===== src/rtl/syn_pkg.sv =====
// Shared types and fixed field widths for the syndrome generator.
// Assumes a 32-bit syndrome word and 16-bit position counters.
package syn_pkg;
    localparam int CNT_W   = 16;
    localparam int WORD_W  = 32;
    localparam int BSEL_W  = 5;
    localparam int WSEL_W  = CNT_W - BSEL_W;

    typedef enum logic [1:0] {
        ST_IDLE = 2'd0,
        ST_HEAD = 2'd1,
        ST_ACC  = 2'd2,
        ST_ROT  = 2'd3
    } seq_st_t;
endpackage


===== src/rtl/row_counter_bank.sv =====
// Holds the set-bit positions of one circulant block's current row.
// Rotation adds one to every counter and wraps to zero with a mask built
// from the sign of (value+1-R), so every counter takes the same path.
// Assumes loaded positions are below R.
module row_counter_bank #(
    parameter int R    = 67,
    parameter int M    = 3,
    parameter int IDXW = 2
) (
    input  logic                      clk,
    input  logic                      rst_n,
    input  logic                      ld_en,
    input  logic [IDXW-1:0]           ld_idx,
    input  logic [syn_pkg::CNT_W-1:0] ld_pos,
    input  logic                      rot_en,
    input  logic [IDXW-1:0]           rd_idx,
    output logic [syn_pkg::CNT_W-1:0] rd_pos
);
    import syn_pkg::*;

    logic [CNT_W-1:0] ctr     [M];
    logic [CNT_W-1:0] wrapped [M];

    genvar k;
    generate
        for (k = 0; k < M; k++) begin : g_wrap
            logic [CNT_W:0]   inc;
            logic [CNT_W:0]   diff;
            logic [CNT_W-1:0] keep;
            // Masked increment: keep the sum only while it stays below R.
            always_comb begin
                inc        = {1'b0, ctr[k]} + (CNT_W+1)'(1);
                diff       = inc - (CNT_W+1)'(R);
                keep       = {CNT_W{diff[CNT_W]}};
                wrapped[k] = inc[CNT_W-1:0] & keep;
            end

            // a counter at R-1 returns to zero on rotation.
            assert_wrap_zero_R4: assert property (@(posedge clk) disable iff (!rst_n)
                (rot_en && !ld_en && ctr[k] == CNT_W'(R-1)) |=> (ctr[k] == '0));
            // a counter below R-1 steps up by exactly one.
            assert_step_one_R4: assert property (@(posedge clk) disable iff (!rst_n)
                (rot_en && !ld_en && ctr[k] < CNT_W'(R-1)) |=> (ctr[k] == $past(ctr[k]) + CNT_W'(1)));
        end
    endgenerate

    // Counter storage: load one entry or rotate all of them.
    always_ff @(posedge clk) begin
        if (!rst_n) begin
            for (int i = 0; i < M; i++) ctr[i] <= '0;
        end else if (ld_en) begin
            ctr[ld_idx] <= ld_pos;
        end else if (rot_en) begin
            for (int i = 0; i < M; i++) ctr[i] <= wrapped[i];
        end
    end

    // Read port for serial accumulation.
    assign rd_pos = ctr[rd_idx];
endmodule


===== src/rtl/syndrome_store.sv =====
// R-bit syndrome held as 32-bit words. Two toggle ports each flip one bit
// per cycle; a position splits into word [15:5] and bit [4:0]. When both
// ports hit the same bit they cancel. Bits at R and above are never set.
module syndrome_store #(
    parameter int R      = 67,
    parameter int NWORDS = 3,
    parameter int AW     = 2
) (
    input  logic                       clk,
    input  logic                       rst_n,
    input  logic                       clr,
    input  logic                       tog_a_en,
    input  logic [syn_pkg::CNT_W-1:0]  tog_a_pos,
    input  logic                       tog_b_en,
    input  logic [syn_pkg::CNT_W-1:0]  tog_b_pos,
    input  logic [AW-1:0]              rd_addr,
    output logic [syn_pkg::WORD_W-1:0] rd_word
);
    import syn_pkg::*;

    logic [WORD_W-1:0] syn_w [NWORDS];
    logic [WORD_W-1:0] tmask [NWORDS];

    logic [WSEL_W-1:0] a_word, b_word;
    logic [BSEL_W-1:0] a_bit,  b_bit;
    assign a_word = tog_a_pos[CNT_W-1:BSEL_W];
    assign a_bit  = tog_a_pos[BSEL_W-1:0];
    assign b_word = tog_b_pos[CNT_W-1:BSEL_W];
    assign b_bit  = tog_b_pos[BSEL_W-1:0];

    genvar w, b;
    generate
        for (w = 0; w < NWORDS; w++) begin : g_word
            for (b = 0; b < WORD_W; b++) begin : g_bit
                if (w * WORD_W + b < R) begin : g_live
                    // Flip request for this bit from either port.
                    assign tmask[w][b] =
                        (tog_a_en && a_word == WSEL_W'(w) && a_bit == BSEL_W'(b)) ^
                        (tog_b_en && b_word == WSEL_W'(w) && b_bit == BSEL_W'(b));
                end else begin : g_pad
                    assign tmask[w][b] = 1'b0;
                end
            end

            // Word register: clear on start, otherwise apply the flip mask.
            always_ff @(posedge clk) begin
                if (!rst_n || clr) syn_w[w] <= '0;
                else               syn_w[w] <= syn_w[w] ^ tmask[w];
            end

            // a clear leaves the word empty.
            assert_clear_word_R8: assert property (@(posedge clk) disable iff (!rst_n)
                clr |=> (syn_w[w] == '0));
            // without a toggle the word holds.
            assert_hold_word_R5: assert property (@(posedge clk) disable iff (!rst_n)
                (!clr && !tog_a_en && !tog_b_en) |=> $stable(syn_w[w]));
            // two toggles on one position cancel.
            assert_pair_cancel_R5: assert property (@(posedge clk) disable iff (!rst_n)
                (!clr && tog_a_en && tog_b_en && tog_a_pos == tog_b_pos) |=> $stable(syn_w[w]));
        end
    endgenerate

    // Read port; out-of-range words read zero.
    always_comb begin
        rd_word = '0;
        for (int i = 0; i < NWORDS; i++)
            if (int'(rd_addr) == i) rd_word = syn_w[i];
    end
endmodule


===== src/rtl/step_sequencer.sv =====
// Sequences a run of R steps. A step requests a bit pair (HEAD), walks the
// M counter pairs (ACC) and rotates all counters (ROT). Default mode always
// walks; fast mode skips the walk when both bits are clear.
module step_sequencer #(
    parameter int R    = 67,
    parameter int M    = 3,
    parameter int IDXW = 2,
    parameter int SW   = 7
) (
    input  logic            clk,
    input  logic            rst_n,
    input  logic            start,
    input  logic            fast_mode,
    input  logic            ct_a,
    input  logic            ct_b,
    output logic            ct_req,
    output logic            busy,
    output logic            done,
    output logic [IDXW-1:0] acc_idx,
    output logic            acc_a,
    output logic            acc_b,
    output logic            rot_en,
    output logic            syn_clr
);
    import syn_pkg::*;

    localparam int GW = $clog2(M + 3) + 1;

    seq_st_t         st;
    logic [SW-1:0]   step_cnt;
    logic [IDXW-1:0] j;
    logic            bit_a, bit_b, fast_q, done_q;

    // State, step count, walk index and captured bits.
    always_ff @(posedge clk) begin
        if (!rst_n) begin
            st <= ST_IDLE; step_cnt <= '0; j <= '0;
            bit_a <= 1'b0; bit_b <= 1'b0; fast_q <= 1'b0; done_q <= 1'b0;
        end else begin
            unique case (st)
                ST_IDLE: if (start) begin
                    st <= ST_HEAD; step_cnt <= '0;
                    fast_q <= fast_mode; done_q <= 1'b0;
                end
                ST_HEAD: begin
                    bit_a <= ct_a; bit_b <= ct_b; j <= '0;
                    st <= (fast_q && !ct_a && !ct_b) ? ST_ROT : ST_ACC;
                end
                ST_ACC: begin
                    j <= j + IDXW'(1);
                    if (j == IDXW'(M - 1)) st <= ST_ROT;
                end
                ST_ROT: begin
                    step_cnt <= step_cnt + SW'(1);
                    if (step_cnt == SW'(R - 1)) begin
                        st <= ST_IDLE; done_q <= 1'b1;
                    end else begin
                        st <= ST_HEAD;
                    end
                end
            endcase
        end
    end

    // Decoded controls for the bank and the syndrome.
    always_comb begin
        ct_req  = (st == ST_HEAD);
        busy    = (st != ST_IDLE);
        acc_idx = j;
        acc_a   = (st == ST_ACC) & bit_a;
        acc_b   = (st == ST_ACC) & bit_b;
        rot_en  = (st == ST_ROT);
        syn_clr = (st == ST_IDLE) & start;
    end
    assign done = done_q;

    // Checker state: cycles since the last bit request within a run.
    logic [GW-1:0] gap;
    logic          seen;
    always_ff @(posedge clk) begin
        if (!rst_n || !busy) begin
            gap <= '0; seen <= 1'b0;
        end else if (ct_req) begin
            gap <= GW'(1); seen <= 1'b1;
        end else if (gap < GW'(M + 3)) begin
            gap <= gap + GW'(1);
        end
    end

    // in default mode requests are spaced M+2 cycles apart.
    assert_step_len_R6: assert property (@(posedge clk) disable iff (!rst_n)
        (ct_req && seen && !fast_q) |-> (gap == GW'(M + 2)));
    // in fast mode a step never takes fewer than 2 cycles.
    assert_fast_min_R7: assert property (@(posedge clk) disable iff (!rst_n)
        (ct_req && seen && fast_q) |-> (gap >= GW'(2)));
    // done and busy never overlap.
    assert_done_idle_R9: assert property (@(posedge clk) disable iff (!rst_n)
        done |-> !busy);
    // the request comes from a running sequencer only.
    assert_req_busy_R3: assert property (@(posedge clk) disable iff (!rst_n)
        ct_req |-> (busy && !rot_en));
endmodule


===== src/rtl/sparse_syndrome_gen.sv =====
// Top level: two counter banks, a sequencer and the syndrome store.
// Key writes go through only while idle and with an index below M.
module sparse_syndrome_gen #(
    parameter int R      = 67,
    parameter int W      = 6,
    parameter int M      = W / 2,
    parameter int IDXW   = (M > 1) ? $clog2(M) : 1,
    parameter int NWORDS = (R + syn_pkg::WORD_W - 1) / syn_pkg::WORD_W,
    parameter int AW     = (NWORDS > 1) ? $clog2(NWORDS) : 1
) (
    input  logic                       clk,
    input  logic                       rst_n,
    input  logic                       key_wr,
    input  logic                       key_blk,
    input  logic [IDXW-1:0]            key_idx,
    input  logic [syn_pkg::CNT_W-1:0]  key_pos,
    input  logic                       start,
    input  logic                       fast_mode,
    output logic                       ct_req,
    input  logic                       ct_a,
    input  logic                       ct_b,
    output logic                       busy,
    output logic                       done,
    input  logic [AW-1:0]              rd_addr,
    output logic [syn_pkg::WORD_W-1:0] rd_data
);
    import syn_pkg::*;

    localparam int SW = $clog2(R + 1);

    logic [IDXW-1:0]  acc_idx;
    logic             acc_a, acc_b, rot_en, syn_clr;
    logic             key_ok;
    logic [CNT_W-1:0] pos [2];
    logic [1:0]       ld_en;

    assign key_ok = key_wr && !busy && (int'(key_idx) < M);

    step_sequencer #(.R(R), .M(M), .IDXW(IDXW), .SW(SW)) u_seq (
        .clk(clk), .rst_n(rst_n), .start(start), .fast_mode(fast_mode),
        .ct_a(ct_a), .ct_b(ct_b), .ct_req(ct_req), .busy(busy), .done(done),
        .acc_idx(acc_idx), .acc_a(acc_a), .acc_b(acc_b),
        .rot_en(rot_en), .syn_clr(syn_clr)
    );

    genvar g;
    generate
        for (g = 0; g < 2; g++) begin : g_bank
            assign ld_en[g] = key_ok && (key_blk == g[0]);
            row_counter_bank #(.R(R), .M(M), .IDXW(IDXW)) u_bank (
                .clk(clk), .rst_n(rst_n), .ld_en(ld_en[g]), .ld_idx(key_idx),
                .ld_pos(key_pos), .rot_en(rot_en), .rd_idx(acc_idx),
                .rd_pos(pos[g])
            );
        end
    endgenerate

    syndrome_store #(.R(R), .NWORDS(NWORDS), .AW(AW)) u_syn (
        .clk(clk), .rst_n(rst_n), .clr(syn_clr),
        .tog_a_en(acc_a), .tog_a_pos(pos[0]),
        .tog_b_en(acc_b), .tog_b_pos(pos[1]),
        .rd_addr(rd_addr), .rd_word(rd_data)
    );

    // key writes never change the bank while running.
    assert_no_load_busy_R2: assert property (@(posedge clk) disable iff (!rst_n)
        busy |-> (ld_en == 2'b00));
    // a clear happens only when a run is launched.
    assert_clear_start_R8: assert property (@(posedge clk) disable iff (!rst_n)
        syn_clr |=> (busy && !done));
endmodule


===== config.mk =====
export PLATFORM = sky130hd
export DESIGN_NAME = sparse_syndrome_gen
export DESIGN_NICKNAME = d
export VERILOG_FILES = /design/src/rtl/syn_pkg.sv /design/src/rtl/row_counter_bank.sv /design/src/rtl/syndrome_store.sv /design/src/rtl/step_sequencer.sv /design/src/rtl/sparse_syndrome_gen.sv
export SDC_FILE = /design/constraint.sdc
export NUM_CORES = 1
export LEC_CHECK = 0
export BUFFER_PORTS_ARGS = -buffer_cell sky130_fd_sc_hd__buf_2
export CORE_ASPECT_RATIO = 0.75
export CORE_MARGIN = 2
export CORE_UTILIZATION = 57
export CTS_CLUSTER_DIAMETER = 200
export DETAILED_ROUTE_END_ITERATION = 6
export GPL_TIMING_DRIVEN = 0
export PLACE_DENSITY = 0.77
export SLEW_MARGIN = 40
export SYNTH_ARGS = -nofsm -noshare
export SYNTH_HDL_FRONTEND = slang
export SYNTH_SLANG_ARGS = --single-unit

===== constraint.sdc =====
create_clock -name clk -period 2.4 [get_ports clk]
set_input_delay 0.72 -clock clk [delete_from_list [all_inputs] [get_ports clk]]
set_output_delay 0.72 -clock clk [all_outputs]
set_load 0.01 [all_outputs]

* Yosys cells after proc, flatten, opt, wreduce, memory -nomap -nowiden
Memories as Yosys holds them, arrays and structs flattened. A register that Yosys moved wholly into a read port is not among the register bits.
Index checks and enable logic that the tools add are counted.
W data, S select, Z words.
** Word-level totals
- Input port bits :: 28
- Memory bits (writable) :: 192
- Logic and storage cells :: 406
- Memories :: 3
- Register bits after elaboration :: 15
- Output and inout port bits :: 35
** Operators by class
- Add/sub/neg operators :: 14
- Multiplexer cells :: 50
- Order comparisons :: 1
- Equality and inequality tests :: 76
- Reduce and logical (&&, ||, !) cells :: 166
- Bitwise logic cells :: 89
** Memory list
- u_syn.syn_w :: depth 3, width 32, read ports 3, clocked after memory_dff 0, write ports 3, line syndrome_store.sv:21 : logic [WORD_W-1:0] syn_w [NWORDS];
- g_bank[0].u_bank.ctr :: depth 3, width 16, read ports 4, clocked after memory_dff 1, write ports 3, line row_counter_bank.sv:21 : logic [CNT_W-1:0] ctr [M];
- g_bank[1].u_bank.ctr :: depth 3, width 16, read ports 4, clocked after memory_dff 1, write ports 3, line row_counter_bank.sv:21
** Operators by type and width (count)
- $mux W32 :: 6
- $eq A5 B5 Y1 const B :: 32
- $logic_and A1 B1 Y1 :: 146
- $mux W16 :: 8
- $add A16 B1 Y17 const B :: 6
- $sub A17 B7 Y17 const B :: 6
- $and A16 B16 Y16 :: 6
- $eq A5 B4 Y1 const B :: 16
- $xor A1 B1 Y1 :: 67
- $xor A32 B32 Y32 :: 2
- $eq A5 B3 Y1 const B :: 8
- $reduce_or A16 Y1 :: 2
- $xor A32 B3 Y32 :: 1
- $mux W1 :: 23
- $eq A11 B1 Y1 const B :: 2
- $eq A11 B2 Y1 const B :: 2
- $logic_not A11 Y1 :: 2
- $eq A5 B2 Y1 const B :: 4
- $mux W2 :: 8
- $pmux W7 S2 :: 1
- $eq A2 B2 Y1 const B :: 5
- $eq A5 B1 Y1 const B :: 2
- $logic_not A5 Y1 :: 2
- $or A1 B1 Y1 :: 9
- other kinds (19) :: 30

* Longest topological paths before layout
Gate-level depths: netlist (run 1).
- Depth after elaboration :: 10
- Depth in mapped cells :: 11
- Gate-level depth less buffers :: 9

* Modules after synthesis
From an unflattened synthesis (run 1), not the netlist that was laid out.
** Unflattened totals
- Cell total of the unflattened synthesis :: 1380
- Area total of the unflattened synthesis :: 13629.3 um^2
** By module, submodules not included
- syndrome_store :: seq. area each 1341.3 um^2, cells an instance 549, area each 4794.6 um^2, instances 1
- row_counter_bank (g_bank[0].u_bank) :: seq. area each 1921.8 um^2, cells an instance 370, area each 4008.8 um^2, instances 1
- row_counter_bank (g_bank[1].u_bank) :: seq. area each 1921.8 um^2, cells an instance 367, area each 4008.8 um^2, instances 1
- step_sequencer :: seq. area each 300.3 um^2, cells an instance 90, area each 784.5 um^2, instances 1
- sparse_syndrome_gen :: seq. area each 0.0 um^2, cells an instance 4, area each 32.5 um^2, instances 1

* Worst setup path after synthesis (run 1)
Ideal clock, no wire load.
- Kind :: input to register
- Start :: input port key_blk
- End :: memory g_bank[0].u_bank.ctr[1][0], enable pin
- Path slack :: -190 ps
- Data required time :: 1989 ps
- Setup time :: 411 ps
- Buffers on the path :: 0
- Arrival time :: 2178 ps
- Stages on the path :: 2
- Path through :: nand4b_1 -> o21ai_0
** RTL lines
- from (decl) :: line sparse_syndrome_gen.sv:14 : input logic key_blk,
- to (decl) :: line row_counter_bank.sv:21

==> key figures, run 1 <==
Finish
  • Final nets: 1731
  • Most frequent cells in the layout: buf_4 (144), nor2_1 (134), edfxtp_1 (128)
  • Most common cell after layout, fill and taps aside: buf_4
  • Fraction of layout cells with a size suffix above 1: 34.7%
  • Area grow syn2layout: 37.7%
  • Fin util: 80.3%
  • Fin area: 18500 µm²

Yosys
  • Cell area after synthesis: 13400 µm²
  • Syn Inst Count: 1409
  • Yosys cell types: 81
  • Yosys Warn Count: 0
  • Ys flop type: edfxtp_1
  • Avg Inst Size Synth: 9.54 µm²
  • EDFF count, synth: 128
  • Synth async-reset ratio: 0%
  • Post-synthesis sequential area ratio: 41.1%
  • FF+latch count, synth: 212

Hold path
  • Worst min-delay path category: input port to flop
  • Worst Hold End: u_seq.fast_q
  • Hold Path Cell Cnt: 3
  • Min-Delay Startpoint: fast_mode

Die
  • Die width: 181 µm
  • Die area: 24800 µm²
  • Initial core utilization: 58.3%
  • CORE AREA: 23100 µm²
  • Row cnt: 48
  • Die H: 137 µm
  • # IOs: 63

Power and ir drop
  • Worst VDD drop: 0.656 mV
  • Cell area power density: 612 nW/µm²
  • LEAKAGE: 0.00688 µW

Clocking
  • CTS Buffer Depth: 3
  • Clock Latency Late Sink: 520 ps
  • Root Driver: clkbuf_16
  • Hold Buf Count CTS: 0
  • H-tree depth: 1
  • Clk pin slew, worst setup/hold paths: 70 ps
  • CTS buffer count: 23
  • CTS tree: done
  • CTS sink cnt: 212

Timing
  • Max-slew headroom: 43.2%
  • Worst Skew: 19.5 ps
  • Slew Limit Fails: 0
  • Post-route setup slack: -453 ps
  • Fmax achieved: 0.350 GHz
  • Crit share post-route: 119%
  • Sum Neg Setup Slack: -22430 ps
  • Minimum clock period after layout: 2850 ps
  • Fin. Hold Viols: 0
  • Worst-Margin Slew: 844 ps
  • Final setup violation count: 97
  • RSZ-0062 raised after global routing: true

Critical path
  • R2R cell count: 14
  • Critical path's largest stage delay: 410 ps
  • Crit path launch type: flop
  • Setup CP Type: flop to flop
  • Slowest CP cell: dfxtp_4
  • CP cell instances: buf_6 -> buf_12 -> nor2b_4 -> nand4_1 -> buf_6 -> buf_6 -> a2111oi_4 -> buf_6 -> buf_6 -> buf_8 -> o211ai_1 -> xnor2_1 -> xnor2_1 -> nor2_1
  • CP dominant cell by count: buf_6
  • Reg-to-reg critical path endpoint: u_syn.syn_w[0][2]
  • Data required, critical path: 2770 ps
  • Reg2Reg Setup Slack: -450 ps
  • CP endpoint kind: flop
  • Arrival time worst endpoint: 3230 ps
  • CP Max Fanout: 5

Detailed routing
  • Starting DRT DRC Count: 2104
  • Via Count: 13.6k
  • Avg WL per Cell: 25.8 µm
  • Drt drc: 2
  • TritonRoute pass-1 iters: 7
  • Final ANT Viol Nets: 0
  • Via-per-instance ratio: 6.80
  • Total Routed Length: 51600 µm

Run status
  • Status: finished with violations
  • Failing checks: design-rule violations, negative setup slack

Global routing
  • Gr ovfl total: 0
  • Vias in the first global route: 11.6k
  • Total GRT Usage: 35.9%
  • Initial antenna violation count: 1
  • Global-route wire length before repair: 67700 µm
  • Largest net degree at the start of global routing: 17

Place
  • Detail Placement HPWL: 30000 µm
  • Routability cong.: 0.985
  • Placed cell areas: 14400 µm²
  • Port Buf Inserts: 60
  • Setup Slack @ Placement: -956 ps

Job
  • Max_cap viols: 0
[logic make-up after synthesis]
group                      count (synthesis)  share of synthesized area [%]
AOI/OAI and AO/OA                        221                           12.3
xor gates and xnor gates                 171                           12.6
adders and majority gates                 20                           1.86
buffers and inverters                    115                           3.51
DFF                                      212                           41.1
muxes                                     60                           5.80
other                                      1                         0.0279
and+or+nand+nor                          609                           22.8
[final cells by class]
type | instances | area, µm²
multi-input combinational | 1113 | 9260
fill | 1273 | 4550
timing repair buffer | 239 | 1870
buffer | 64 | 641
clock inverter | 9 | 67.6
sequential | 212 | 5530
tap | 300 | 375
antenna | 1 | 2.50
clock buffer | 32 | 656
inverter | 30 | 113
[registers in the layout (all words and copies together) (netlist names), named ones only]
name and cells:
g_bank.u_bank.ctr 128, u_syn.syn_w 67, u_seq.step_cnt 7, u_seq.acc_idx 2, u_seq.st 2, u_seq.bit_a 1, u_seq.bit_b 1, u_seq.done 1
u_seq.fast_q 1
[critical path, delay by kind of cell, from the launching register on]
family | cells | cell delay (ps)
AOI/OAI and AO/OA | 2 | 580
buffers and inverters | 7 | 960
and+or+nand+nor | 3 | 300
xor gates and xnor gates | 2 | 430
DFF | 1 | 410
[repair_timing]
action,in CTS,in global routing
endpoints found under the hold margin,0,0
resized for setup,294,178
cloned,5,3
setup endpoints to repair,213,157
pin swaps,113,120
buffers inserted,92,83
[worst max-delay path by stage]
| stage | depth (start not counted) | end | slack (ps) |
|---|---|---|---|
| after floorplan | 2 | g_bank[0].u_bank.ctr[1][0] | -190 |
| after CTS | 12 | u_syn.syn_w[1][23] | -300 |
| after global placement | 3 | g_bank[1].u_bank.ctr[2][14] | -1030 |
| final | 14 | u_syn.syn_w[0][2] | -450 |
| after detailed placement | 10 | u_syn.syn_w[1][11] | -960 |
| after global routing | 12 | u_syn.syn_w[0][2] | -450 |
[per-layer routing]
layer	share of wire [%]	wire (µm)	up-vias	track usage, %
met5	0.16	80	-	0
met4	5.3	2750	2	10.3
met3	15	7690	292	11.1
met2	42	21500	1128	51.7
met1	38	19500	6497	52.1
li1	-	-	5681	-
[through the flow]
| stage | hold WS, ps | cells | total power [µW] |
|---|---|---|---|
| after detailed placement | 458 | 1802 | 6550 |
| after CTS | 464 | 1921 | 10600 |
| after global routing | 494 | 1999 | 11600 |
| after global placement | 446 | 1800 | 6490 |
| final | 463 | 2000 | 11300 |
| after floorplan | 439 | 1440 | 5840 |
[cell usage after synthesis, drive strengths merged, types with 14 or more instances]
cell | count | area (µm²)
nor3 | 100 | 505
a31oi | 14 | 87.6
nand4 | 26 | 163
mux4 | 14 | 315
a211oi | 27 | 308
nand2 | 128 | 480
inv | 30 | 113
nor4 | 29 | 200
nor2 | 158 | 593
mux2i | 43 | 430
clkbuf | 62 | 233
ha | 20 | 250
and2 | 34 | 213
o21ai | 60 | 300
xor2 | 42 | 368
o211ai | 28 | 210
dfxtp | 84 | 1680
buf | 23 | 126
and3 | 16 | 100
xnor3 | 14 | 315
nand3 | 42 | 210
edfxtp | 128 | 3840
a21o | 15 | 113
xnor2 | 115 | 1010
[where the power goes]
| group | internal (µW) | total [µW] | switching, µW |
|---|---|---|---|
| logic | 1270 | 3270 | 2000 |
| registers | 4180 | 4540 | 358 |
| clock network | 2010 | 3520 | 1510 |
(Power assumes the default switching activity.)
==> run 2: changes to the inputs <==
--- a/config.mk
+++ b/config.mk
@@ -13,6 +13,7 @@
 export DETAILED_ROUTE_END_ITERATION = 6
 export GPL_TIMING_DRIVEN = 0
 export PLACE_DENSITY = 0.77
+export SETUP_SLACK_MARGIN = 0.05
 export SLEW_MARGIN = 40
 export SYNTH_ARGS = -nofsm -noshare
 export SYNTH_HDL_FRONTEND = slang
==> key figures, run 2 (synthesized netlist as in run 1, its figures left out) <==
Critical path
  • Data required, critical path: 2780 ps
  • CP Max Fanout: 6
  • Crit path launch type: flop
  • CP endpoint kind: flop
  • Setup CP Type: flop to flop
  • Arrival time worst endpoint: 3410 ps

Global routing
  • Largest net degree at the start of global routing: 17
  • Total GRT Usage: 38.3%
  • Gr ovfl total: 0
  • Vias in the first global route: 12.3k
  • Initial antenna violation count: 4
  • Global-route wire length before repair: 72500 µm

Place
  • Port Buf Inserts: 60
  • Detail Placement HPWL: 30600 µm
  • Routability cong.: 0.971
  • Placed cell areas: 15100 µm²

Job
  • Max_cap viols: 0

Clocking
  • CTS buffer count: 22
  • CTS sink cnt: 212
  • Clk pin slew, worst setup/hold paths: 70 ps
  • CTS Buffer Depth: 3
  • Clock Latency Late Sink: 540 ps
  • H-tree depth: 1
  • CTS tree: done
  • Root Driver: clkbuf_16
  • Hold Buf Count CTS: 0

Detailed routing
  • Final ANT Viol Nets: 0
  • Via Count: 14.7k
  • Avg WL per Cell: 29.1 µm
  • Via-per-instance ratio: 7.15
  • Starting DRT DRC Count: 2851
  • Total Routed Length: 59600 µm
  • TritonRoute pass-1 iters: 7
  • Drt drc: 14

Timing
  • Max-slew headroom: 45.7%
  • RSZ-0062 raised after global routing: true
  • Fin. Hold Viols: 0
  • Slew Limit Fails: 0
  • Worst hold slack: 477 ps
  • Crit share post-route: 126%
  • Final setup violation count: 115
  • Sum Neg Setup Slack: -30950 ps
  • Fmax achieved: 0.330 GHz
  • Minimum clock period after layout: 3030 ps
  • Worst Skew: 29.1 ps
  • Post-route setup slack: -626 ps
  • Worst-Margin Slew: 814 ps

Finish
  • Largest register FFs: 128
  • Fin area: 19900 µm²
  • Fraction of layout cells with a size suffix above 1: 40.1%
  • Fill count: 973
  • Flip-flop and latch area: 5530 µm²
  • Most frequent cells in the layout: buf_4 (163), nor2_1 (131), edfxtp_1 (128)
  • Area grow syn2layout: 48.1%
  • Biggest register: g_bank.u_bank.ctr
  • Final nets: 1778
  • Most common cell after layout, fill and taps aside: buf_4
  • Top flop regs: g_bank.u_bank.ctr x128, u_syn.syn_w x67, u_seq.step_cnt x7
  • Area occupied by multi-input gates: 9960 µm²
  • Fin util: 86.3%

Power and ir drop
  • Switch Pwr: 4360 µW
  • Sequential power share: 37.2%
  • Comb pwr share: 32.2%
  • Cell-internal power: 7870 µW
  • Switching fraction of total power: 35.6%
  • Worst VDD drop: 0.532 mV
  • Power share of the clock group: 30.5%
  • Tot Pwr: 12200 µW
  • LEAKAGE: 0.00778 µW
  • Cell area power density: 615 nW/µm²

Hold path
  • Worst min-delay path category: input port to flop

Die
  • Initial core utilization: 58.3%
  • Die H: 137 µm
  • Row cnt: 48
  • Die width: 181 µm
  • # IOs: 63
  • CORE AREA: 23100 µm²
  • Die area: 24800 µm²

Run status
  • Failing checks: design-rule violations, negative setup slack
  • Status: finished with violations
-- run 2: final cells by class --
type / count / share of cell area, %
Antenna cell: 3 / 0.0377
Buffer: 71 / 4.27
Clock buffer: 30 / 3.34
Clock inverter: 9 / 0.478
Inverter: 30 / 0.566
Multi-Input combinational cell: 1113 / 50.1
Sequential cell: 212 / 27.8
Tap cell: 300 / 1.89
Timing Repair Buffer: 280 / 11.6
-- run 2: timing repair --
item	CTS	global route
endpoints found under the setup margin	208	151
gates cloned	7	2
pin swaps	98	148
hold endpoints to repair	0	0
setup buffers	109	107
resized for setup	317	196
-- run 2: routing by layer --
metal	vias up	global-route usage, %	part of all wire [%]	wire length, µm
met5	-	0	0.11	67
li1	5762	-	-	-
met1	6843	54.6	34	20400
met4	4	13.1	7.9	4700
met2	1531	56.4	41	24300
met3	512	10.8	17	10100
-- run 2: critical path, stage by stage (launching register included) --
cell and delay, ps:
edfxtp_1 450, nor3_1 430, nand4_1 170, buf_6 180
buf_6 120, a2111oi_4 350, buf_6 200, buf_8 120
o211ai_1 260, xnor2_1 350, xnor2_1 180, nor2_1 90
-- run 2: path summary, 6_finish.rpt --
check,slack (ps),endpoint,from,cells past startpoint
setup reg to reg,-630,u_syn.syn_w[0][4],g_bank[1].u_bank.ctr[1][8],11
hold reg to reg,510,u_seq.fast_q,u_seq.fast_q,2
hold / removal,480,u_seq.fast_q,fast_mode,3
setup / recovery,-630,u_syn.syn_w[0][4],g_bank[1].u_bank.ctr[1][8],11
-- run 2: stage by stage --
| step | instances | setup slack [ps] |
|---|---|---|
| 6_report | 2048 | -626 |
| 5_1_grt | 2045 | -641 |
| 4_1_cts | 1946 | -304 |
| 3_5_place_dp | 1804 | -986 |
| 3_3_place_gp | 1800 | -1090 |
| 2_1_floorplan | 1440 | -190 |
-- run 2: power groups by stage --
stage          clock [µW]  sequential (µW)  combinational [µW]
3_3_place_gp            0             4550                2130
6_report             3730             4560                3940
3_5_place_dp            0             4560                2190
2_1_floorplan           0             4460                1570
5_1_grt              3820             4570                3990
4_1_cts              3650             4490                3000
